## config.mk

```make
export PLATFORM = sky130hd
export DESIGN_NAME = can_irq_aggregator
export DESIGN_NICKNAME = d
export VERILOG_FILES = /design/src/rtl/can_irq_pkg.sv /design/src/rtl/can_irq_center_bank.sv /design/src/rtl/can_irq_prio_enc.sv /design/src/rtl/can_irq_status_unit.sv /design/src/rtl/can_irq_aggregator.sv
export SDC_FILE = /design/constraint.sdc
export NUM_CORES = 1
export LEC_CHECK = 0
export ABC_CLOCK_PERIOD_IN_PS = 1800
export BUFFER_PORTS_ARGS = -buffer_cell sky130_fd_sc_hd__clkbuf_2
export CAP_MARGIN = 10
export CORE_UTILIZATION = 35
export DETAILED_ROUTE_END_ITERATION = 7
export PLACE_DENSITY = 0.75
export SYNTH_ARGS = -nofsm -noshare
export SYNTH_HDL_FRONTEND = slang
export SYNTH_SLANG_ARGS = --single-unit
export TNS_END_PERCENT = 1
```

## constraint.sdc

```tcl
create_clock -name clk -period 1.8 [get_ports clk]
set_input_delay 0.18 -clock clk [delete_from_list [all_inputs] [get_ports clk]]
set_output_delay 0.18 -clock clk [all_outputs]
set_load 0.02 [all_outputs]
```

## src/rtl/can_irq_pkg.sv

```systemverilog
// Package: shared constants for the CAN interrupt aggregator.
// Assumes an 8-bit status register with the layout fixed below.
package can_irq_pkg;
    localparam int STAT_W   = 8;
    localparam int ERR_W    = 3;
    localparam int B_RXS    = 0;
    localparam int B_TXS    = 1;
    localparam int B_WKS    = 2;
    localparam int B_ERR_LO = 3;
    localparam int B_BOFF   = 6;
    localparam int B_ECTH   = 7;

    typedef struct packed {
        logic             ecth;
        logic             boff;
        logic [ERR_W-1:0] err;
        logic             wks;
        logic             txs;
        logic             rxs;
    } status_t;
endpackage

```

## src/rtl/can_irq_center_bank.sv

```systemverilog
// Module: per-center pending flags.
// Each flag sets on an enabled completion and clears on a software pulse.
// Set has priority over clear. Assumes pulses last one cycle.
module can_irq_center_bank #(
    parameter int N = 15
) (
    input  logic         clk,
    input  logic         rst_n,
    input  logic [N-1:0] rx_done,
    input  logic [N-1:0] tx_done,
    input  logic [N-1:0] rx_ie,
    input  logic [N-1:0] tx_ie,
    input  logic [N-1:0] ctr_clr,
    output logic [N-1:0] pend
);
    for (genvar i = 0; i < N; i++) begin : g_ctr
        logic hit;
        logic flag_q;
        // qualify the completion pulses with their enables
        assign hit = (rx_done[i] & rx_ie[i]) | (tx_done[i] & tx_ie[i]);
        // hold the sticky pending flag
        always_ff @(posedge clk) begin
            if (!rst_n)          flag_q <= 1'b0;
            else if (hit)        flag_q <= 1'b1;
            else if (ctr_clr[i]) flag_q <= 1'b0;
        end
        assign pend[i] = flag_q;
    end
endmodule

```

## src/rtl/can_irq_prio_enc.sv

```systemverilog
// Module: lowest-index priority encoder.
// Output is the 1-based number of the lowest set bit, 0 when none.
// Assumes ID_W can hold the value N.
module can_irq_prio_enc #(
    parameter int N    = 15,
    parameter int ID_W = 4
) (
    input  logic [N-1:0]    req,
    output logic [ID_W-1:0] id
);
    // scan from the top so the lowest index is written last
    always_comb begin
        id = '0;
        for (int i = N - 1; i >= 0; i--) begin
            if (req[i]) id = ID_W'(i + 1);
        end
    end
endmodule

```

## src/rtl/can_irq_status_unit.sv

```systemverilog
// Module: status register and the two group interrupt flags.
// Group A covers the success, wake and error-code bits.
// Group B covers the bus-off and threshold bits.
// A status read clears both flags, and an enabled event in the same cycle wins.
module can_irq_status_unit
    import can_irq_pkg::*;
(
    input  logic             clk,
    input  logic             rst_n,
    input  logic             set_rxs,
    input  logic             set_txs,
    input  logic             set_wake,
    input  logic             err_we,
    input  logic [ERR_W-1:0] err_in,
    input  logic             busoff_in,
    input  logic             ecthr_in,
    input  logic [2:0]       clr_succ,
    input  logic             stat_rd,
    input  logic             grp_a_ie,
    input  logic             grp_b_ie,
    output status_t          stat,
    output logic             ga_set,
    output logic             ga_pend,
    output logic             gb_pend,
    output logic             ga_req,
    output logic             gb_req
);
    status_t st_q;
    logic    ga_q, gb_q;
    logic    ga_evt, gb_evt, gb_set;

    // detect activity in each group
    always_comb begin
        ga_evt = set_rxs | set_txs | set_wake | (err_we && (err_in != st_q.err));
        gb_evt = (busoff_in != st_q.boff) | (ecthr_in != st_q.ecth);
        ga_set = ga_evt & grp_a_ie;
        gb_set = gb_evt & grp_b_ie;
    end

    // update the status register fields
    always_ff @(posedge clk) begin
        if (!rst_n) begin
            st_q <= '0;
        end else begin
            if (set_rxs)          st_q.rxs <= 1'b1;
            else if (clr_succ[0]) st_q.rxs <= 1'b0;
            if (set_txs)          st_q.txs <= 1'b1;
            else if (clr_succ[1]) st_q.txs <= 1'b0;
            if (set_wake)         st_q.wks <= 1'b1;
            else if (clr_succ[2]) st_q.wks <= 1'b0;
            if (err_we)           st_q.err <= err_in;
            st_q.boff <= busoff_in;
            st_q.ecth <= ecthr_in;
        end
    end

    // latch the coalesced group flags, cleared by a status read
    always_ff @(posedge clk) begin
        if (!rst_n) begin
            ga_q <= 1'b0;
            gb_q <= 1'b0;
        end else begin
            if (ga_set)       ga_q <= 1'b1;
            else if (stat_rd) ga_q <= 1'b0;
            if (gb_set)       gb_q <= 1'b1;
            else if (stat_rd) gb_q <= 1'b0;
        end
    end

    assign stat    = st_q;
    assign ga_pend = ga_q;
    assign gb_pend = gb_q;
    assign ga_req  = ga_q & grp_a_ie;
    assign gb_req  = gb_q & grp_b_ie;
endmodule

```

## src/rtl/can_irq_aggregator.sv

```systemverilog
// Module: top of the CAN interrupt aggregator.
// Merges the per-center flags and the two status groups into one request.
// The request is gated by the module and global enables.
// Assumes all event inputs are synchronous one-cycle pulses.
module can_irq_aggregator
    import can_irq_pkg::*;
#(
    parameter int N_CTR = 15,
    parameter int ID_W  = $clog2(N_CTR + 1)
) (
    input  logic              clk,
    input  logic              rst_n,
    input  logic [N_CTR-1:0]  rx_done,
    input  logic [N_CTR-1:0]  tx_done,
    input  logic [N_CTR-1:0]  rx_ie,
    input  logic [N_CTR-1:0]  tx_ie,
    input  logic [N_CTR-1:0]  ctr_clr,
    input  logic              set_rxs,
    input  logic              set_txs,
    input  logic              set_wake,
    input  logic              err_we,
    input  logic [2:0]        err_in,
    input  logic              busoff_in,
    input  logic              ecthr_in,
    input  logic [2:0]        clr_succ,
    input  logic              stat_rd,
    input  logic              grp_a_ie,
    input  logic              grp_b_ie,
    input  logic              mod_ie,
    input  logic              glb_ie,
    output logic              irq,
    output logic [ID_W-1:0]   pend_id,
    output logic [STAT_W-1:0] status
);
    logic [N_CTR-1:0] ctr_pend;
    status_t          stat_s;
    logic             ga_set, ga_pend, gb_pend, ga_req, gb_req;

    can_irq_center_bank #(.N(N_CTR)) u_bank (
        .clk     (clk),
        .rst_n   (rst_n),
        .rx_done (rx_done),
        .tx_done (tx_done),
        .rx_ie   (rx_ie),
        .tx_ie   (tx_ie),
        .ctr_clr (ctr_clr),
        .pend    (ctr_pend)
    );

    can_irq_prio_enc #(.N(N_CTR), .ID_W(ID_W)) u_enc (
        .req (ctr_pend),
        .id  (pend_id)
    );

    can_irq_status_unit u_stat (
        .clk       (clk),
        .rst_n     (rst_n),
        .set_rxs   (set_rxs),
        .set_txs   (set_txs),
        .set_wake  (set_wake),
        .err_we    (err_we),
        .err_in    (err_in),
        .busoff_in (busoff_in),
        .ecthr_in  (ecthr_in),
        .clr_succ  (clr_succ),
        .stat_rd   (stat_rd),
        .grp_a_ie  (grp_a_ie),
        .grp_b_ie  (grp_b_ie),
        .stat      (stat_s),
        .ga_set    (ga_set),
        .ga_pend   (ga_pend),
        .gb_pend   (gb_pend),
        .ga_req    (ga_req),
        .gb_req    (gb_req)
    );

    // combine the sources and apply the two gating enables
    always_comb begin
        irq = mod_ie & glb_ie & ((|ctr_pend) | ga_req | gb_req);
    end

    assign status = stat_s;
endmodule

```

==> flow_metrics.py <==
metrics = {
    "floorplan": {
        "fp.dieW_um": 60.83,
        "start_util_pct": 38.11,
        "core_um2": 3178,
        "io_pins": 107,
        "die_h_um": 60.83,
        "dieArea_um2": 3700,
        "rows": 20,
    },
    "layout": {
        "drive_above_1_share_pct": 51.67,
        "syn_to_final_growth_pct": 52.89,
        "multi_input_area_um2": 670.6,
        "nets": 335,
        "postLayoutCellArea_um2": 1852,
        "final_cells": 284,
        "fill_cells": 314,
        "seqCellArea_um2": 509.2,
        "num_antenna_cells": 0,
        "fin_util_pct": 58.27,
    },
    "route": {
        "routedWlPerCell_um": 10.78,
        "drc": 0,
        "drt_wl_total_mm": 3.061,
        "via_per_inst": 4.898,
        "route.met3.wl_um": 215,
        "highest_layer": "met4",
        "drt-met1-wl_mm": 1.365,
        "drt_iter0_drc": 29,
        "vias": 1391,
        "postRouteAntennaNets": 0,
        "dr.pass1.iters": 4,
        "route.met2.wl_mm": 1.439,
    },
    "timing": {
        "worst-slew-pin-transition_ns": 0.4085,
        "max_freq_ghz": 0.5765,
        "finalHoldViolCount": 0,
        "maxSlewViolCount": 0,
        "slew_headroom_pct": 72.77,
        "period_share_pct": 96.36,
        "fin_crit_ns": 1.734,
        "fin_ws_ns": 0.06552,
        "rsz0062_at_grt": "yes",
        "fin_skew_ns": 0.009950,
        "setup_violations": 0,
    },
    "synthesis": {
        "synth_area_um2": 1211,
        "synth_edf_count": 0,
        "synth_top_area_share_pct": 41.32,
        "yosysMostFrequentCell": "dfxtp_1",
        "synth_top_area_cell": "dfxtp_1",
        "synth_common_cells": "25 x dfxtp_1, 21 x nor2b_1, 15 x inv_1",
        "synth_seq_cells": 25,
        "ys_types": 28,
        "synthesis.nets": 226,
        "synth_area_leaders": "dfxtp_1 41%, nor2b_1 11%, a222oi_1 9.9%",
        "ys_warn_count": 0,
        "synthArstFlopShare_pct": 0,
        "ys_seq_area_share_pct": 41.32,
        "synth_top_flop_cell": "dfxtp_1",
        "syn-instance-count": 132,
        "avgSynthCellArea_um2": 9.175,
    },
    "global_route": {
        "antenna_found_initial": 0,
        "grt_usage_pct": 17.49,
        "grt_pass1_vias": 1237,
        "grt-ovfl-total": 0,
        "grt_max_degree": 27,
        "grt_pass1_wl_mm": 4.788,
    },
    "clock_tree": {
        "root_buffer": "clkbuf_4",
        "cts.clk_slew.worst_paths_ns": 0.14,
        "numClockSinks": 25,
        "h-tree-depth": 1,
        "clock_latency_ns": 0.32,
        "cts_setup_buffers": 0,
        "cts_buffer_depth": 2,
        "cts_hold_buf": 0,
        "cts-buffers-inserted": 3,
        "cts_tree": "done",
    },
    "critical_path": {
        "worstPathRequired_ns": 1.62,
        "slowest_stage": "dfxtp_2",
        "cp-start-kind": "flip-flop",
        "path_cells": "nor4_4, nand2_1, a221oi_2, a31oi_1, buf_2",
        "cp-end-kind": "output port",
        "timing_worst_setup_path_type": "reg -> out",
        "crit_arrival_ns": 1.55,
        "cp_slowest_stage_delay_ns": 0.38,
        "crit_buf_inv": 1,
        "critical_path_peak_fanout": 4,
        "cp_top_family": "simple AND/OR/NAND/NOR gates",
    },
    "power_and_ir_drop": {
        "p_leak_nw": 0.9616,
        "intPower_mw": 0.8549,
        "ir_drop_mv": 0.3184,
        "combinationalPowerShare_pct": 25.9,
        "powerDensity_nw_per_um2": 652.5,
        "p_sw_mw": 0.3533,
        "p_sw_share_pct": 29.24,
        "seq_power_share_pct": 53.3,
        "pwr-share-clk_pct": 20.8,
        "total_power_mw": 1.208,
    },
    "outcome": {
        "status": "completed",
    },
    "placed_design": {
        "place_area_um2": 1789,
        "pre_cts_slack_ns": 0.3547,
        "dpl.hpwl_mm": 2.563,
        "dp.cells": 280,
        "io_buffers": 106,
        "routabilityCongestion": 0.7555,
    },
    "min_path": {
        "hold_class": "in -> reg",
    },
    "flow_run": {
        "drv_cap": 0,
    },
}
[kinds of logic after synthesis]
family	after synthesis	synth area share, %
AND/OR/NAND/NOR	46	23.55
AO/OA/AOI/OAI	36	23.76
flip-flops	25	41.32
buffers and inverters	17	5.268
XOR/XNOR	5	3.616
multiplexers	3	2.479
[metrics by stage]
stage	TNS (ns)	hold slack (ns)
floorplan	0	0.3017
global placement	0	0.4101
detailed placement	0	0.4164
CTS	0	0.07805
global route	-0.07397	0.07042
finish	0	0.08048
[final cells by class]
type | count | area share (%)
Clock buffer | 3 | 1.216
Tap cell | 44 | 2.973
Multi-Input combinational cell | 90 | 36.22
Inverter | 15 | 3.041
Timing Repair Buffer | 106 | 28.78
Sequential cell | 25 | 27.50
Clock inverter | 1 | 0.2703
[worst register-to-register path: cells and delay by family (launching register included)]
| kind | cells | cell delay (ns) |
|---|---|---|
| compound gates | 1 | 0.08 |
| xor+xnor | 1 | 0.17 |
| flops | 1 | 0.36 |
| simple gates | 1 | 0.25 |
[power groups by stage]
stage / clock [mW] / combinational (mW) / sequential (mW)
detailed placement: 0 / 0.308 / 0.648
finish: 0.251 / 0.313 / 0.644
global placement: 0 / 0.305 / 0.647
global route: 0.285 / 0.349 / 0.651
floorplan: 0 / 0.148 / 0.651
CTS: 0.262 / 0.311 / 0.637
[registers in the layout, summed over array words and instances (netlist names)]
signal	cells
u_stat.ga_pend	1
u_stat.stat	8
u_stat.gb_pend	1
u_bank.g_ctr.flag_q	15
[layer usage]
layer / vias up / global-route usage [%]
met5: - / 0
met3: 4 / 2.559
met4: 0 / 7.792
met2: 73 / 31.87
li1: 701 / -
met1: 613 / 20.16
[layout by cell type (no fill, tap or decap), drive strengths merged, types with 2 or more instances in the layout]
cell,n
nand2b,3
nor2,4
nor3,4
a21boi,2
dfxtp,25
a222oi,12
a21oi,7
mux2i,3
xor2,5
o21a,3
inv,15
nor4,5
clkbuf,106
and2,2
o21ai,5
nand2,5
nor2b,21
buf,3
[path summary, 6_finish.rpt]
check	from	end	slack [ns]	cells past startpoint
setup reg to reg	u_stat.stat[5]	u_stat.ga_pend	0.85	3
hold / removal	set_wake	u_stat.stat[2]	0.08	2
hold reg to reg	u_stat.ga_pend	u_stat.ga_pend	0.51	2
setup / recovery	u_bank.g_ctr[5].flag_q	irq	0.07	5
[what timing repair did]
item | 4_1_cts | 5_1_grt
resized for setup | 4 | 10
setup endpoints to repair | 1 | 3
pin swaps | 1 | 2
No activity file was read; power rests on OpenSTA's default activity.
